[config.mk]
export PLATFORM = sky130hd
export DESIGN_NAME = nand_die_seq
export DESIGN_NICKNAME = d
export VERILOG_FILES = /design/src/rtl/nand_seq_pkg.sv /design/src/rtl/nand_bus_decode.sv /design/src/rtl/nand_stage_timer.sv /design/src/rtl/nand_seq_fsm.sv /design/src/rtl/nand_die_seq.sv
export SDC_FILE = /design/constraint.sdc
export NUM_CORES = 1
export LEC_CHECK = 0
export CAP_MARGIN = 20
export CELL_PAD_IN_SITES_DETAIL_PLACEMENT = 1
export CELL_PAD_IN_SITES_GLOBAL_PLACEMENT = 1
export CORE_ASPECT_RATIO = 1.1
export CORE_MARGIN = 10
export CORE_UTILIZATION = 35
export CTS_CLUSTER_DIAMETER = 50
export DETAILED_ROUTE_END_ITERATION = 8
export PLACE_DENSITY_LB_ADDON = 0.1
export SYNTH_ARGS = -nofsm -noshare
export SYNTH_HDL_FRONTEND = slang
export SYNTH_SLANG_ARGS = --single-unit
[constraint.sdc]
create_clock -name clk -period 10.53 [get_ports clk]
set_input_delay 2.106 -clock clk [delete_from_list [all_inputs] [get_ports clk]]
set_output_delay 2.106 -clock clk [all_outputs]
set_load 0.01 [all_outputs]
[src/rtl/nand_seq_pkg.sv]
package nand_seq_pkg;

    localparam logic [7:0] CMD_READ_SETUP  = 8'h00;
    localparam logic [7:0] CMD_READ_GO     = 8'h30;
    localparam logic [7:0] CMD_COPY_SRC    = 8'h35;
    localparam logic [7:0] CMD_PROG_SETUP  = 8'h80;
    localparam logic [7:0] CMD_PROG_GO     = 8'h10;
    localparam logic [7:0] CMD_PROG_CACHE  = 8'h15;
    localparam logic [7:0] CMD_COPY_DST    = 8'h85;
    localparam logic [7:0] CMD_ERASE_SETUP = 8'h60;
    localparam logic [7:0] CMD_ERASE_GO    = 8'hD0;
    localparam logic [7:0] CMD_STATUS      = 8'h70;
    localparam logic [7:0] CMD_RESET       = 8'hFF;

    localparam logic [2:0] PAGE_ADDR_CYCLES  = 3'd5;
    localparam logic [2:0] BLOCK_ADDR_CYCLES = 3'd3;

    typedef enum logic [3:0] {
        ST_IDLE, ST_RD_ADDR, ST_TON, ST_TOR, ST_PG_ADDR, ST_TIR, ST_TIN,
        ST_XFER_WAIT, ST_ER_ADDR, ST_BER, ST_CP_HOLD, ST_CP_ADDR
    } seq_state_e;

    typedef enum logic [3:0] {
        STG_IDLE = 4'd0, STG_ADDR = 4'd1, STG_TIR = 4'd2, STG_TIN = 4'd3,
        STG_TON = 4'd4, STG_TOR = 4'd5, STG_BER = 4'd6, STG_WAIT = 4'd7,
        STG_HOLD = 4'd8
    } stage_e;

    typedef enum logic [1:0] { DUR_READ, DUR_PROG, DUR_ERASE } dur_sel_e;

endpackage

[src/rtl/nand_bus_decode.sv]
module nand_bus_decode (
    input  logic cmd_latch,
    input  logic addr_latch,
    input  logic wr_strobe,
    input  logic rd_strobe,
    output logic is_cmd,
    output logic is_addr,
    output logic is_data,
    output logic is_read,
    output logic is_bad
);
    always_comb begin
        is_cmd  = wr_strobe && cmd_latch && !addr_latch;
        is_addr = wr_strobe && addr_latch && !cmd_latch;
        is_data = wr_strobe && !cmd_latch && !addr_latch;
        is_read = rd_strobe && !wr_strobe;
        is_bad  = wr_strobe && cmd_latch && addr_latch;
    end
endmodule

[src/rtl/nand_stage_timer.sv]
module nand_stage_timer #(
    parameter int TW = 16
) (
    input  logic          clk,
    input  logic          rst_n,
    input  logic          start,
    input  logic          abort,
    input  logic [TW-1:0] dur,
    output logic          busy,
    output logic          last
);
    logic [TW-1:0] count_q;

    always_ff @(posedge clk) begin
        if (!rst_n || abort)      count_q <= '0;
        else if (start)           count_q <= (dur == '0) ? TW'(1) : dur;
        else if (count_q != '0)   count_q <= count_q - TW'(1);
    end

    always_comb begin
        busy = (count_q != '0);
        last = (count_q == TW'(1));
    end
endmodule

[src/rtl/nand_seq_fsm.sv]
module nand_seq_fsm
    import nand_seq_pkg::*;
#(
    parameter int PAGE_BYTES = 8
) (
    input  logic       clk,
    input  logic       rst_n,
    input  logic [7:0] io_in,
    input  logic       is_cmd,
    input  logic       is_addr,
    input  logic       is_data,
    input  logic       is_read,
    input  logic       is_bad,
    input  logic       eng_busy,
    input  logic       eng_last,
    output logic       go,
    output dur_sel_e   go_sel,
    output logic       abort,
    output logic [7:0] io_out,
    output logic       ready,
    output logic       fail,
    output logic [3:0] stage
);
    localparam int BW = $clog2(PAGE_BYTES + 1);
    localparam logic [BW-1:0] PAGE_FULL = BW'(PAGE_BYTES);
    localparam logic [BW-1:0] PAGE_LAST = BW'(PAGE_BYTES - 1);

    seq_state_e    state_q, state_d;
    logic [2:0]    addr_q, addr_d;
    logic [BW-1:0] byte_q, byte_d;
    logic copy_q, copy_d, cache_q, cache_d, stat_q, stat_d, fail_q, fail_d;
    logic cmd_other, rd_bad, eng_free, err, want_prog, want_cache, do_rst;

    always_ff @(posedge clk) begin
        if (!rst_n) begin
            state_q <= ST_IDLE; addr_q <= '0; byte_q <= '0;
            copy_q  <= 1'b0; cache_q <= 1'b0; stat_q <= 1'b0; fail_q <= 1'b0;
        end else begin
            state_q <= state_d; addr_q <= addr_d; byte_q <= byte_d;
            copy_q  <= copy_d;  cache_q <= cache_d; stat_q <= stat_d; fail_q <= fail_d;
        end
    end

    always_comb begin
        state_d = state_q; addr_d = addr_q; byte_d = byte_q;
        copy_d = copy_q; cache_d = cache_q; stat_d = stat_q; fail_d = fail_q;
        go = 1'b0; go_sel = DUR_PROG; abort = 1'b0;
        err = is_bad; want_prog = 1'b0; want_cache = 1'b0;
        do_rst    = is_cmd && (io_in == CMD_RESET);
        cmd_other = is_cmd && (io_in != CMD_STATUS) && (io_in != CMD_RESET);
        rd_bad    = is_read && !stat_q;
        eng_free  = !eng_busy || eng_last;
        if (is_cmd && io_in == CMD_STATUS) stat_d = 1'b1;
        if (cmd_other) stat_d = 1'b0;

        unique case (state_q)
            ST_IDLE, ST_TOR: begin
                if (cmd_other) begin
                    addr_d = '0;
                    if (io_in == CMD_READ_SETUP && !eng_busy) begin
                        state_d = ST_RD_ADDR; copy_d = 1'b0;
                    end else if (io_in == CMD_PROG_SETUP) begin
                        state_d = ST_PG_ADDR; copy_d = 1'b0;
                    end else if (io_in == CMD_ERASE_SETUP && !eng_busy) begin
                        state_d = ST_ER_ADDR;
                    end else err = 1'b1;
                end else if (is_addr || is_data) err = 1'b1;
                else if (rd_bad) begin
                    if (state_q == ST_TOR) begin
                        byte_d = byte_q + BW'(1);
                        if (byte_q == PAGE_LAST) state_d = ST_IDLE;
                    end else err = 1'b1;
                end
            end
            ST_RD_ADDR, ST_PG_ADDR, ST_CP_ADDR, ST_ER_ADDR: begin
                if (is_addr) begin
                    if (addr_q == ((state_q == ST_ER_ADDR) ? BLOCK_ADDR_CYCLES : PAGE_ADDR_CYCLES))
                        err = 1'b1;
                    else addr_d = addr_q + 3'd1;
                end else if (is_data) begin
                    if (state_q == ST_PG_ADDR && addr_q == PAGE_ADDR_CYCLES) begin
                        state_d = ST_TIR; byte_d = BW'(1);
                    end else err = 1'b1;
                end else if (cmd_other) begin
                    if (state_q == ST_RD_ADDR && addr_q == PAGE_ADDR_CYCLES &&
                        (io_in == CMD_READ_GO || io_in == CMD_COPY_SRC)) begin
                        go = 1'b1; go_sel = DUR_READ; state_d = ST_TON;
                        copy_d = (io_in == CMD_COPY_SRC);
                    end else if (state_q == ST_CP_ADDR && addr_q == PAGE_ADDR_CYCLES &&
                                 io_in == CMD_PROG_GO) begin
                        want_prog = 1'b1;
                    end else if (state_q == ST_ER_ADDR && addr_q == BLOCK_ADDR_CYCLES &&
                                 io_in == CMD_ERASE_GO) begin
                        go = 1'b1; go_sel = DUR_ERASE; state_d = ST_BER;
                    end else err = 1'b1;
                end else if (rd_bad) err = 1'b1;
            end
            ST_TIR: begin
                if (is_data) begin
                    if (byte_q == PAGE_FULL) err = 1'b1;
                    else byte_d = byte_q + BW'(1);
                end else if (cmd_other) begin
                    if (byte_q == PAGE_FULL &&
                        (io_in == CMD_PROG_GO || io_in == CMD_PROG_CACHE)) begin
                        want_prog = 1'b1; want_cache = (io_in == CMD_PROG_CACHE);
                    end else err = 1'b1;
                end else if (is_addr || rd_bad) err = 1'b1;
            end
            ST_CP_HOLD: begin
                if (cmd_other && io_in == CMD_COPY_DST) begin
                    state_d = ST_CP_ADDR; addr_d = '0;
                end else if (cmd_other || is_addr || is_data || rd_bad) err = 1'b1;
            end
            ST_TON, ST_TIN, ST_BER, ST_XFER_WAIT: begin
                if (cmd_other || is_addr || is_data || rd_bad) err = 1'b1;
                else if (state_q == ST_XFER_WAIT) begin
                    if (eng_free) begin
                        want_prog = 1'b1; want_cache = cache_q;
                    end
                end else if (eng_last) begin
                    if (state_q != ST_TON) state_d = ST_IDLE;
                    else begin
                        state_d = copy_q ? ST_CP_HOLD : ST_TOR; byte_d = '0;
                    end
                end
            end
            default: state_d = ST_IDLE;
        endcase

        if (want_prog) begin
            if (eng_free) begin
                go = 1'b1; go_sel = DUR_PROG; cache_d = 1'b0;
                state_d = want_cache ? ST_IDLE : ST_TIN;
            end else begin
                state_d = ST_XFER_WAIT; cache_d = want_cache;
            end
        end
        if (err) begin
            go = 1'b0; fail_d = 1'b1; state_d = ST_IDLE;
        end
        if (do_rst) begin
            state_d = ST_IDLE; addr_d = '0; byte_d = '0; copy_d = 1'b0;
            cache_d = 1'b0; stat_d = 1'b0; fail_d = 1'b0; abort = 1'b1; go = 1'b0;
        end
    end

    always_comb begin
        ready = !(state_q inside {ST_TON, ST_TIN, ST_BER, ST_XFER_WAIT});
        fail  = fail_q;
        unique case (state_q)
            ST_RD_ADDR, ST_PG_ADDR, ST_CP_ADDR, ST_ER_ADDR: stage = STG_ADDR;
            ST_TIR:       stage = STG_TIR;
            ST_TIN:       stage = STG_TIN;
            ST_TON:       stage = STG_TON;
            ST_TOR:       stage = STG_TOR;
            ST_BER:       stage = STG_BER;
            ST_XFER_WAIT: stage = STG_WAIT;
            ST_CP_HOLD:   stage = STG_HOLD;
            default:      stage = STG_IDLE;
        endcase
        if (stat_q)                io_out = {1'b0, ready, !eng_busy, 4'b0000, fail_q};
        else if (state_q == ST_TOR) io_out = 8'(byte_q);
        else                       io_out = 8'h00;
    end
endmodule

[src/rtl/nand_die_seq.sv]
module nand_die_seq
    import nand_seq_pkg::*;
#(
    parameter int PAGE_BYTES = 8,
    parameter int TW         = 16
) (
    input  logic          clk,
    input  logic          rst_n,
    input  logic [7:0]    io_in,
    input  logic          cmd_latch,
    input  logic          addr_latch,
    input  logic          wr_strobe,
    input  logic          rd_strobe,
    input  logic [TW-1:0] t_read,
    input  logic [TW-1:0] t_prog,
    input  logic [TW-1:0] t_erase,
    output logic [7:0]    io_out,
    output logic          ready,
    output logic          fail,
    output logic [3:0]    stage
);
    logic is_cmd, is_addr, is_data, is_read, is_bad;
    logic go, abort, eng_busy, eng_last;
    dur_sel_e go_sel;
    logic [TW-1:0] go_dur;

    nand_bus_decode u_decode (
        .cmd_latch(cmd_latch), .addr_latch(addr_latch),
        .wr_strobe(wr_strobe), .rd_strobe(rd_strobe),
        .is_cmd(is_cmd), .is_addr(is_addr), .is_data(is_data),
        .is_read(is_read), .is_bad(is_bad)
    );

    always_comb begin
        unique case (go_sel)
            DUR_READ:  go_dur = t_read;
            DUR_ERASE: go_dur = t_erase;
            default:   go_dur = t_prog;
        endcase
    end

    nand_stage_timer #(.TW(TW)) u_timer (
        .clk(clk), .rst_n(rst_n), .start(go), .abort(abort),
        .dur(go_dur), .busy(eng_busy), .last(eng_last)
    );

    nand_seq_fsm #(.PAGE_BYTES(PAGE_BYTES)) u_fsm (
        .clk(clk), .rst_n(rst_n), .io_in(io_in),
        .is_cmd(is_cmd), .is_addr(is_addr), .is_data(is_data),
        .is_read(is_read), .is_bad(is_bad),
        .eng_busy(eng_busy), .eng_last(eng_last),
        .go(go), .go_sel(go_sel), .abort(abort),
        .io_out(io_out), .ready(ready), .fail(fail), .stage(stage)
    );
endmodule

==> flow_summary.yaml, run 1 <==
global_routing:
  grt_overflow: 0
  grt_start_max_net_pins: 31
  grtUsageTotal: 0.172
  first_global_vias: 3884
  grt_pass1_wl_microns: 19500
  antenna_found_initial: 0
critical_path:
  worstSetupEndpointType: "flop"
  path_class: "in -> reg"
  cp.required_ns: 10.72
  worstPathArrival_ns: 6.11
  critPathLaunchType: "primary input"
  cp_max_fo: 23
floorplanning:
  fp-row-count: 36
  start_util: 0.360
  pin_count: 76
  dieWidth_microns: 111
  core_sq_um: 8920
  die-area_sq_um: 13400
  die_y_microns: 120
power_and_ir_drop:
  clkPwrFrac: 0.187
  p_seq_frac: 0.345
  intPower_w: 0.000326
  powerDensity_nw_per_um2: 130
  leakage_nw: 1.38
  p_sw_w: 0.000206
  netSwitchingFraction: 0.387
  combPwrFrac: 0.468
  vdd_drop_max_mv: 0.0554
timing:
  worst_slew_margin_rel: 0.293
  finalSetupViolations: 0
  fin_crit_sh: 0.562
  worst_pin_slew_ns: 1.04
  grt_setup_unrepaired: "false"
  holdWs_ns: 0.485
  slew_viol_final: 0
  clock_skew_ns: 0.0106
  final.min_clock_period_ns: 5.92
  fmax_mhz: 169
  hold_viol: 0
  tns_ns: 0
worst_hold_path:
  hold_class: "reg -> reg"
layout:
  fillers: 1138
  num_antenna_cells: 0
  synthToLayoutAreaGrowth_pct: 27.9
  nets: 578
  drive_above_1_share: 0.0494
cts:
  cts_root_buf: "clkbuf_8"
  hold_buffers: 0
  clk_pin_slew_ns: 0.08
  cts_resized: 0
  cts_buffers: 5
  cts_buffer_depth: 2
  cts.sinks: 35
  cts_tree: "built"
  clock_latency_ns: 0.29
  htreeDepth: 2
  postCtsSetupBuffers: 0
logic_synthesis:
  synth_ff_type: "dfxtp_1"
  yosysSeqAreaShare: 0.218
  async_flop_share: 0
  yosysUniqueCellTypes: 65
  synth-seq-cells: 35
  syn_area_per_cell_sq_um: 7.21
  synthCells: 445
  ys_warn_count: 0
  syn-cell-area_sq_um: 3210
  synth_edf_count: 0
run_status:
  outcome: "finished clean"
routing:
  dr.pass1.iters: 4
  detail_route.wl_per_cell_microns: 19.2
  wirelength_microns: 11900
  drtAntennaViolNets: 0
  drtIter0Drc: 200
  avgViaCountPerCell: 5.83
  drc: 0
  via_count: 3614
place:
  gp_congestion: 0.910
  port_buffers: 73
  hpwlAfterDp_microns: 9440
job:
  maxCapViolations: 0
==> path summary, 6_finish.rpt <==
path	from	endpoint	depth (start not counted)	slack, ns
setup / recovery	io_in[7]	u_fsm.stage[1]	14	4.61
hold reg to reg	u_fsm.cache_q	u_fsm.cache_q	2	0.48
hold / removal	u_fsm.cache_q	u_fsm.cache_q	2	0.48
setup reg to reg	u_fsm.state_q[3]	u_fsm.stage[1]	12	6.19
==> placed cells by master, fill, tap and decap left out, types with 4 or more instances in the layout <==
master,Yosys,routed
mux2i_1,8,8
a22oi_1,16,16
clkbuf_8,0,5
a21oi_1,35,35
nand2_1,57,57
ha_1,11,11
xor2_1,5,5
o22ai_1,5,5
xnor2_1,10,10
o21ai_0,27,27
and3_1,5,5
inv_1,16,16
clkdlybuf4s50_1,0,73
a31oi_1,4,4
nor3b_1,4,4
o41ai_1,5,5
and4_1,4,4
nor4_1,12,12
or3_1,17,17
dfxtp_1,35,35
nor3_1,14,14
buf_4,2,5
and2_1,9,9
nor2_1,29,29
a2111oi_0,4,4
nand2b_1,9,9
nor2b_1,6,6
nand4_1,6,6
nand3_1,13,13
==> layer usage <==
layer  track usage  wire [microns]
met3        0.0237             372
met1         0.186            4960
met4        0.0587             274
met5             0               0
met2         0.333            6310
==> stage by stage <==
stage                     total power [W]  instance area, sq um  cells  utilization  setup WS (ns)
after floorplan                  0.000362                  3210    446            -           5.45
after CTS                        0.000538                  4110    620        0.460           4.64
after detailed placement         0.000435                  4020    612        0.451           4.33
final                            0.000533                  4110    620        0.460           4.61
after global routing             0.000574                  4110    620        0.460           4.39
after global placement           0.000426                  4020    612        0.451           4.46
==> synthesized netlist by cell type, types with 3 or more instances <==
| library cell | number | share of area |
|---|---|---|
| nand2b_1 | 9 | 0.018 |
| or4_1 | 3 | 0.0070 |
| a22oi_1 | 16 | 0.037 |
| mux2i_1 | 8 | 0.025 |
| buf_1 | 3 | 0.0035 |
| nor3_1 | 14 | 0.022 |
| nand3b_1 | 3 | 0.0070 |
| nor3b_1 | 4 | 0.0094 |
| clkbuf_1 | 17 | 0.020 |
| xnor2_1 | 10 | 0.027 |
| and3_1 | 5 | 0.0097 |
| inv_1 | 16 | 0.019 |
| nor2b_1 | 6 | 0.012 |
| and2_1 | 9 | 0.018 |
| a21oi_1 | 35 | 0.055 |
| o41ai_1 | 5 | 0.014 |
| or3_1 | 17 | 0.033 |
| o21ai_0 | 27 | 0.042 |
| nand2_1 | 57 | 0.067 |
| and4_1 | 4 | 0.011 |
| a2111oi_0 | 4 | 0.011 |
| nor2_1 | 29 | 0.034 |
| xor2_1 | 5 | 0.014 |
| a31oi_1 | 4 | 0.0078 |
| o22ai_1 | 5 | 0.0097 |
| dfxtp_1 | 35 | 0.22 |
| buf_2 | 4 | 0.0062 |
| ha_1 | 11 | 0.043 |
| nor4_1 | 12 | 0.023 |
| nand4_1 | 6 | 0.012 |
| nand3_1 | 13 | 0.020 |
==> state kept, by name, summed over array words and instances (netlist names) <==
| signal | flops |
|---|---|
| u_fsm.addr_q | 3 |
| u_fsm.byte_q | 4 |
| u_fsm.cache_q | 1 |
| u_fsm.copy_q | 1 |
| u_fsm.fail | 1 |
| u_fsm.stage | 4 |
| u_fsm.stat_q | 1 |
| u_fsm.state_q | 4 |
| u_timer.count_q | 16 |
==> kinds of logic (layout without fill, tap and decap cells) <==
logic type               after synthesis  count (layout)  share of synthesized area
XOR/XNOR                              15              15                     0.0409
multiplexers                           9               9                     0.0284
AND/OR/NAND/NOR                      208             208                      0.362
adder cells (fa/ha/maj)               11              11                     0.0429
AO/OA/AOI/OAI                        124             124                      0.253
flip-flops                            35              35                      0.218
other                                  1               2                    0.00117
buffers and inverters                 42             102                     0.0530
==> critical path, cell delays in order <==
cell	delay, ns
clkdlybuf4s50_1	0.63
or4b_4	0.60
nor4_4	0.28
buf_4	0.29
o21bai_1	0.11
a221o_1	0.40
nor4b_4	0.43
mux2i_1	0.20
a2111oi_4	0.40
inv_1	0.12
ha_1	0.21
inv_1	0.08
o22ai_1	0.08
and2_1	0.16
==> power by group through the flow <==
stage / registers, W / logic [W] / clock network [W]
after CTS: 0.000183 / 0.000251 / 0.000104
after floorplan: 0.000180 / 0.000183 / 0
after global placement: 0.000185 / 0.000242 / 0
after detailed placement: 0.000186 / 0.000249 / 0
final: 0.000184 / 0.000249 / 0.0000998
after global routing: 0.000187 / 0.000278 / 0.000109
==> cell type report <==
class,count,area (sq um),share of cell area
Inverter,16,60.1,0.0146
Sequential cell,35,701,0.171
Clock buffer,6,72.6,0.0177
Timing Repair Buffer,78,768,0.187
Multi-Input combinational cell,369,2350,0.572
Clock inverter,2,12.5,0.00305
Tap cell,114,143,0.0347
Note: power is estimated with default switching activity, not from simulation.
==> run 2, diff against run 1 <==
--- a/config.mk
+++ b/config.mk
@@ -10,7 +10,7 @@
 export CELL_PAD_IN_SITES_GLOBAL_PLACEMENT = 1
 export CORE_ASPECT_RATIO = 1.1
 export CORE_MARGIN = 10
-export CORE_UTILIZATION = 35
+export CORE_UTILIZATION = 33
 export CTS_CLUSTER_DIAMETER = 50
 export DETAILED_ROUTE_END_ITERATION = 8
 export PLACE_DENSITY_LB_ADDON = 0.1
==> constraint.sdc (replaced) <==
create_clock -name clk -period 5.3 [get_ports clk]
set_input_delay 1.06 -clock clk [delete_from_list [all_inputs] [get_ports clk]]
set_output_delay 1.06 -clock clk [all_outputs]
set_load 0.01 [all_outputs]
==> run 2 against run 1 <==
Net effect:
- hold slack better by 0.0015 ns
- critical endpoint unchanged
- cell count up 1.3%
- global-route usage increased by 0.24 points
- critical path type unchanged
- worst setup slack worse by 3.8 ns
==> flow_summary.yaml, run 2 (synthesis results as in run 1) <==
run_status:
  outcome: "finished clean"
cts:
  cts_root_buf: "clkbuf_8"
  clock_latency_ns: 0.30
  cts_tree: "built"
  clk_pin_slew_ns: 0.09
  cts_buffers: 5
  htreeDepth: 2
  cts.sinks: 35
  postCtsSetupBuffers: 0
  cts_buffer_depth: 2
  cts_resized: 0
  hold_buffers: 0
global_routing:
  grt_overflow: 0
  first_global_vias: 3869
  grt_pass1_wl_microns: 20000
  grt_start_max_net_pins: 31
  antenna_found_initial: 0
  grtUsageTotal: 0.174
layout:
  final_common_cell: "clkdlybuf4s50_1"
  multi_input_area_sq_um: 2350
  ff_latch_area_sq_um: 701
  synthToLayoutAreaGrowth_pct: 30.0
  fillers: 1194
  most-common-layout-cells: "clkdlybuf4s50_1 (73), nand2_1 (57), a21oi_1 (35), dfxtp_1 (35), nor2_1 (29)"
  num_antenna_cells: 0
  nets: 583
  largest_register_ffs: 16
  drive_above_1_share: 0.0607
  regMostFlops: "u_timer.count_q"
  final_cells: 628
routing:
  drc: 0
  drtAntennaViolNets: 0
  detail_route.wl_per_cell_microns: 19.4
  via_count: 3653
  dr.pass1.iters: 4
  wirelength_microns: 12200
  avgViaCountPerCell: 5.82
  drtIter0Drc: 189
floorplanning:
  die_y_microns: 123
  pin_count: 76
  fp-row-count: 37
  start_util: 0.340
  dieWidth_microns: 114
  core_sq_um: 9440
  die-area_sq_um: 14100
power_and_ir_drop:
  powerDensity_nw_per_um2: 269
  leakage_nw: 1.42
  combPwrFrac: 0.444
  netSwitchingFraction: 0.378
  clkPwrFrac: 0.233
  p_seq_frac: 0.323
  intPower_w: 0.000699
  p_sw_w: 0.000425
  finalPower_w: 0.00112
  vdd_drop_max_mv: 0.170
critical_path:
  critPathLaunchType: "primary input"
  worstSetupEndpointType: "flop"
  reg2reg_slack_ns: 1.37
  path_class: "in -> reg"
  cp_common_cell: "inv_1"
  critPathSlowestCell: "clkdlybuf4s50_1"
  cp_cell_sequence: "clkdlybuf4s50_1 > or3b_2 > nor3_1 > nor2_1 > a221o_1 > nor4b_4 > mux2i_1 > a2111oi_4 > inv_1 > ha_1 > inv_1 > o22ai_1 > and2_1"
  critPathTopFamily: "simple AND/OR/NAND/NOR gates"
  cp_max_fo: 8
  cp.required_ns: 5.49
  worstPathArrival_ns: 4.72
  critPathBufInv: 3
  cpPeakStageDelay_ns: 0.59
timing:
  grt_setup_unrepaired: "false"
  holdWs_ns: 0.486
  final.min_clock_period_ns: 4.53
  tns_ns: 0
  worst_pin_slew_ns: 0.940
  slew_viol_final: 0
  clock_skew_ns: 0.0140
  hold_viol: 0
  worst_slew_margin_rel: 0.369
  finalSetupViolations: 0
  fin_crit_sh: 0.854
  fmax_mhz: 221
job:
  maxCapViolations: 0
worst_hold_path:
  hold_class: "reg -> reg"
place:
  hpwlAfterDp_microns: 9660
  dp_cells: 620
  port_buffers: 73
  gp_congestion: 0.899
[run 2: changes by cell type in the layout (fill, tap and decap cells not counted)]
cell	previous run	this run
clkbuf_1	1	0
bufinv_16	0	1
buf_4	5	10
clkinvlp_4	1	0
clkinv_4	0	1
[run 2: final cells by class]
class,instances,share of cell area
Sequential cell,35,0.168
Timing Repair Buffer,83,0.193
Inverter,16,0.0144
Tap cell,117,0.0351
Clock buffer,5,0.0165
Multi-Input combinational cell,369,0.563
Clock inverter,3,0.0105
[run 2: worst paths after layout]
| path | start | endpoint | cells past startpoint |
|---|---|---|---|
| worst max-delay path | wr_strobe | u_fsm.stage[1] | 13 |
| worst min-delay path | u_fsm.cache_q | u_fsm.cache_q | 2 |
| worst max register to register | u_fsm.state_q[2] | u_fsm.stage[1] | 12 |
| worst min register to register | u_fsm.cache_q | u_fsm.cache_q | 2 |
[run 2: per-layer routing]
metal / share of wire / up-vias / track usage
met5: 0 / - / 0
met4: 0.024 / 0 / 0.0541
met3: 0.030 / 21 / 0.0296
met2: 0.54 / 68 / 0.334
met1: 0.41 / 1777 / 0.189
li1: - / 1787 / -
[run 2: worst register-to-register path, stage by stage, from the launching register on]
cell       delay, ns
dfxtp_1         0.73
or4b_2          0.68
nor3_1          0.29
nor2_1          0.09
a221o_1         0.37
nor4b_4         0.45
mux2i_1         0.20
a2111oi_4       0.40
inv_1           0.11
ha_1            0.21
inv_1           0.08
o22ai_1         0.08
and2_1          0.16
[run 2: power groups by stage]
stage               clock network [W]  logic (W)  registers, W
floorplan                           0   0.000363      0.000357
global placement                    0   0.000477      0.000367
detailed placement                  0   0.000498      0.000369
CTS                          0.000270   0.000503      0.000364
global route                 0.000281   0.000567      0.000372
finish                       0.000262   0.000498      0.000363
[run 2: metrics by stage]
step	area [sq um]	worst slack, ns	utilization
5_1_grt	4170	0.507	0.442
6_report	4170	0.774	0.442
4_1_cts	4170	0.784	0.442
3_5_place_dp	4060	0.492	0.430
3_3_place_gp	4060	0.513	0.430
2_1_floorplan	3210	1.26	-
==> run 3, diff against run 2 <==
--- a/config.mk
+++ b/config.mk
@@ -5,12 +5,13 @@
 export SDC_FILE = /design/constraint.sdc
 export NUM_CORES = 1
 export LEC_CHECK = 0
+export ABC_AREA = 1
 export CAP_MARGIN = 20
 export CELL_PAD_IN_SITES_DETAIL_PLACEMENT = 1
 export CELL_PAD_IN_SITES_GLOBAL_PLACEMENT = 1
 export CORE_ASPECT_RATIO = 1.1
 export CORE_MARGIN = 10
-export CORE_UTILIZATION = 33
+export CORE_UTILIZATION = 26
 export CTS_CLUSTER_DIAMETER = 50
 export DETAILED_ROUTE_END_ITERATION = 8
 export PLACE_DENSITY_LB_ADDON = 0.1
==> run 3 against run 2 <==
Net effect:
- cell count grew 47%
- power rose by 16%
- clock power rose by 38%
- critical endpoint is now u_fsm.stage[0]
- sequential share of layout area shrank 2.1 points
- register-to-register slack better by 0.79 ns
- worst setup slack improved by 0.63 ns
- combinational power grew 17%
==> flow_summary.yaml, run 3 <==
critical_path:
  worstPathArrival_ns: 4.09
  reg2regPathDepth: 20
  reg2reg_slack_ns: 2.16
  cp_common_cell: "nand2_1"
  r2r-end: "u_fsm.stage[0]"
  critPathSlowestCell: "clkdlybuf4s50_1"
  cpPeakStageDelay_ns: 0.52
  critPathLaunch: "io_in[1]"
  critPathLaunchType: "primary input"
  worstSetupEndpointType: "flop"
  cp.required_ns: 5.49
  cp_max_fo: 10
  path_class: "in -> reg"
  r2r-start: "u_timer.count_q[8]"
  cp_cell_sequence: "clkdlybuf4s50_1 > nor2_2 > nand2_2 > inv_2 > nand2_1 > nand3_2 > nand3_4 > nor2_2 > inv_2 > nand3_1 > inv_1 > nand2_1 > nand2_2 > nand2_1 > nand2_1 > inv_1 > nor2_1 > ha_1 > nand3b_1 > nand2_1 > nand2_1 > nand2_1"
routing:
  drtIter0Drc: 186
  wirelength_microns: 15900
  avgViaCountPerCell: 4.82
  dr.pass1.iters: 4
  detail_route.wl_per_cell_microns: 17.2
  drc: 0
  via_count: 4460
  drtAntennaViolNets: 0
layout:
  most-common-layout-cells: "nand2_1 (179), nor2_1 (136), inv_1 (79)"
  nets: 810
  synthToLayoutAreaGrowth_pct: 28.4
  multi_input_area_sq_um: 2580
  ff_latch_area_sq_um: 701
  num_antenna_cells: 0
  regMostFlops: "u_timer.count_q"
  drive_above_1_share: 0.0827
  largest_register_ffs: 16
  fillers: 1897
  final_common_cell: "nand2_1"
logic_synthesis:
  yosysUniqueCellTypes: 36
  synth.most_common_cell: "nand2_1"
  syn_area_per_cell_sq_um: 5.58
  yosysTopAreaCellShare: 0.189
  yosysSeqAreaShare: 0.189
  syn-cell-area_sq_um: 3710
  async_flop_share: 0
  ys_warn_count: 0
  synth-seq-cells: 35
  synth_edf_count: 0
  synthCells: 666
  synth_top_area_cell: "dfxtp_1"
  synth_ff_type: "dfxtp_1"
  synthTopCellsByArea: "dfxtp_1 (19%), nand2_1 (18%), nor2_1 (14%), inv_1 (8.0%), nand3_1 (5.4%)"
  ys_top_cells_by_count: "nand2_1 (179), nor2_1 (136), inv_1 (79), nand3_1 (40)"
place:
  gp_congestion: 0.871
  port_buffers: 73
  hpwlAfterDp_microns: 13300
cts:
  clk_pin_slew_ns: 0.06
  cts.sinks: 35
  htreeDepth: 2
  hold_buffers: 0
  cts_resized: 0
  clock_latency_ns: 0.29
  cts_buffers: 5
  postCtsSetupBuffers: 0
  cts_tree: "built"
  cts_buffer_depth: 2
  cts_root_buf: "clkbuf_16"
timing:
  clock_skew_ns: 0.00739
  final.min_clock_period_ns: 3.90
  worst_pin_slew_ns: 0.574
  fin_crit_sh: 0.735
  tns_ns: 0
  slew_viol_final: 0
  grt_setup_unrepaired: "false"
  finalSetupViolations: 0
  hold_viol: 0
  worst_slew_margin_rel: 0.608
  fmax_mhz: 257
power_and_ir_drop:
  combPwrFrac: 0.445
  leakage_nw: 2.23
  p_seq_frac: 0.279
  netSwitchingFraction: 0.406
  intPower_w: 0.000776
  clkPwrFrac: 0.276
  vdd_drop_max_mv: 0.123
  powerDensity_nw_per_um2: 274
  finalPower_w: 0.00131
  p_sw_w: 0.000531
global_routing:
  grt_start_max_net_pins: 28
  grt_pass1_wl_microns: 25400
  antenna_found_initial: 0
  first_global_vias: 4807
  grtUsageTotal: 0.163
  grt_overflow: 0
worst_hold_path:
  hold_start: "u_fsm.cache_q"
  hold-path-endpoint: "u_fsm.cache_q"
  holdPathStages: 2
  hold_class: "reg -> reg"
floorplanning:
  die-area_sq_um: 19500
  start_util: 0.267
  fp-row-count: 45
  die_y_microns: 145
  dieWidth_microns: 134
  pin_count: 76
  core_sq_um: 13900
job:
  maxCapViolations: 0
run_status:
  outcome: "finished clean"
run 3: changes by cell type after synthesis, sizes merged, moves of 13 or more:
cell / previous run / this run
a21oi: 35 / 20
a22oi: 16 / 0
clkbuf: 17 / 1
inv: 16 / 90
nand2: 57 / 194
nand3: 13 / 46
nand4: 6 / 26
nor2: 29 / 150
nor4: 13 / 0
o21ai: 28 / 47
or3: 17 / 0
run 3: logic make-up after synthesis:
| family | after synthesis | synth area share |
|---|---|---|
| adders and majority gates | 11 | 0.0371 |
| xor gates and xnor gates | 8 | 0.0189 |
| and+or+nand+nor | 434 | 0.522 |
| DFF | 35 | 0.189 |
| AOI/OAI and AO/OA | 76 | 0.116 |
| buffers and inverters | 101 | 0.117 |
| other | 1 | 0.00101 |
run 3: area by class of cell:
type / count / area share
timing repair buffer: 74 / 0.155
tap: 188 / 0.0493
clock buffer: 6 / 0.0291
sequential: 35 / 0.147
inverter: 90 / 0.0708
clock inverter: 2 / 0.00735
multi-input combinational: 531 / 0.542
run 3: stage by stage:
stage | setup WS, ns | utilization | std cells | hold WS [ns] | instance area (sq um)
after floorplan | 2.24 | - | 667 | 0.453 | 3720
after global placement | 1.20 | 0.330 | 918 | 0.481 | 4590
after detailed placement | 1.13 | 0.330 | 918 | 0.486 | 4590
after CTS | 1.42 | 0.343 | 926 | 0.494 | 4770
after global routing | 1.07 | 0.343 | 926 | 0.520 | 4770
final | 1.40 | 0.343 | 926 | 0.501 | 4770
run 3: power groups by stage:
stage	registers (W)	logic [W]	clock network, W
2_1_floorplan	0.000357	0.000415	0
3_3_place_gp	0.000370	0.000582	0
3_5_place_dp	0.000370	0.000588	0
4_1_cts	0.000365	0.000592	0.000372
5_1_grt	0.000373	0.000669	0.000382
6_report	0.000365	0.000581	0.000361
run 3: routing by layer:
metal  share of wire  vias to the layer above  global-route usage
met3           0.032                       22              0.0283
met5               0                        -                   0
li1                -                     2260                   -
met1            0.43                     2100               0.183
met4           0.024                        0              0.0523
met2            0.51                       78               0.300
run 3: critical path, delay by kind of cell:
family | cells | cell delay (ns)
simple gates | 16 | 1.90
buf+inv | 5 | 0.90
fa+ha+maj | 1 | 0.21
run 3: worst max path at each step:
stage / to / slack (ns) / cells past startpoint
3_5_place_dp: u_fsm.stage[0] / 1.13 / 22
3_3_place_gp: u_fsm.stage[0] / 1.20 / 21
4_1_cts: u_fsm.stage[0] / 1.42 / 22
6_report: u_fsm.stage[0] / 1.40 / 22
2_1_floorplan: u_fsm.stage[0] / 2.24 / 20
5_1_grt: u_fsm.stage[0] / 1.07 / 20
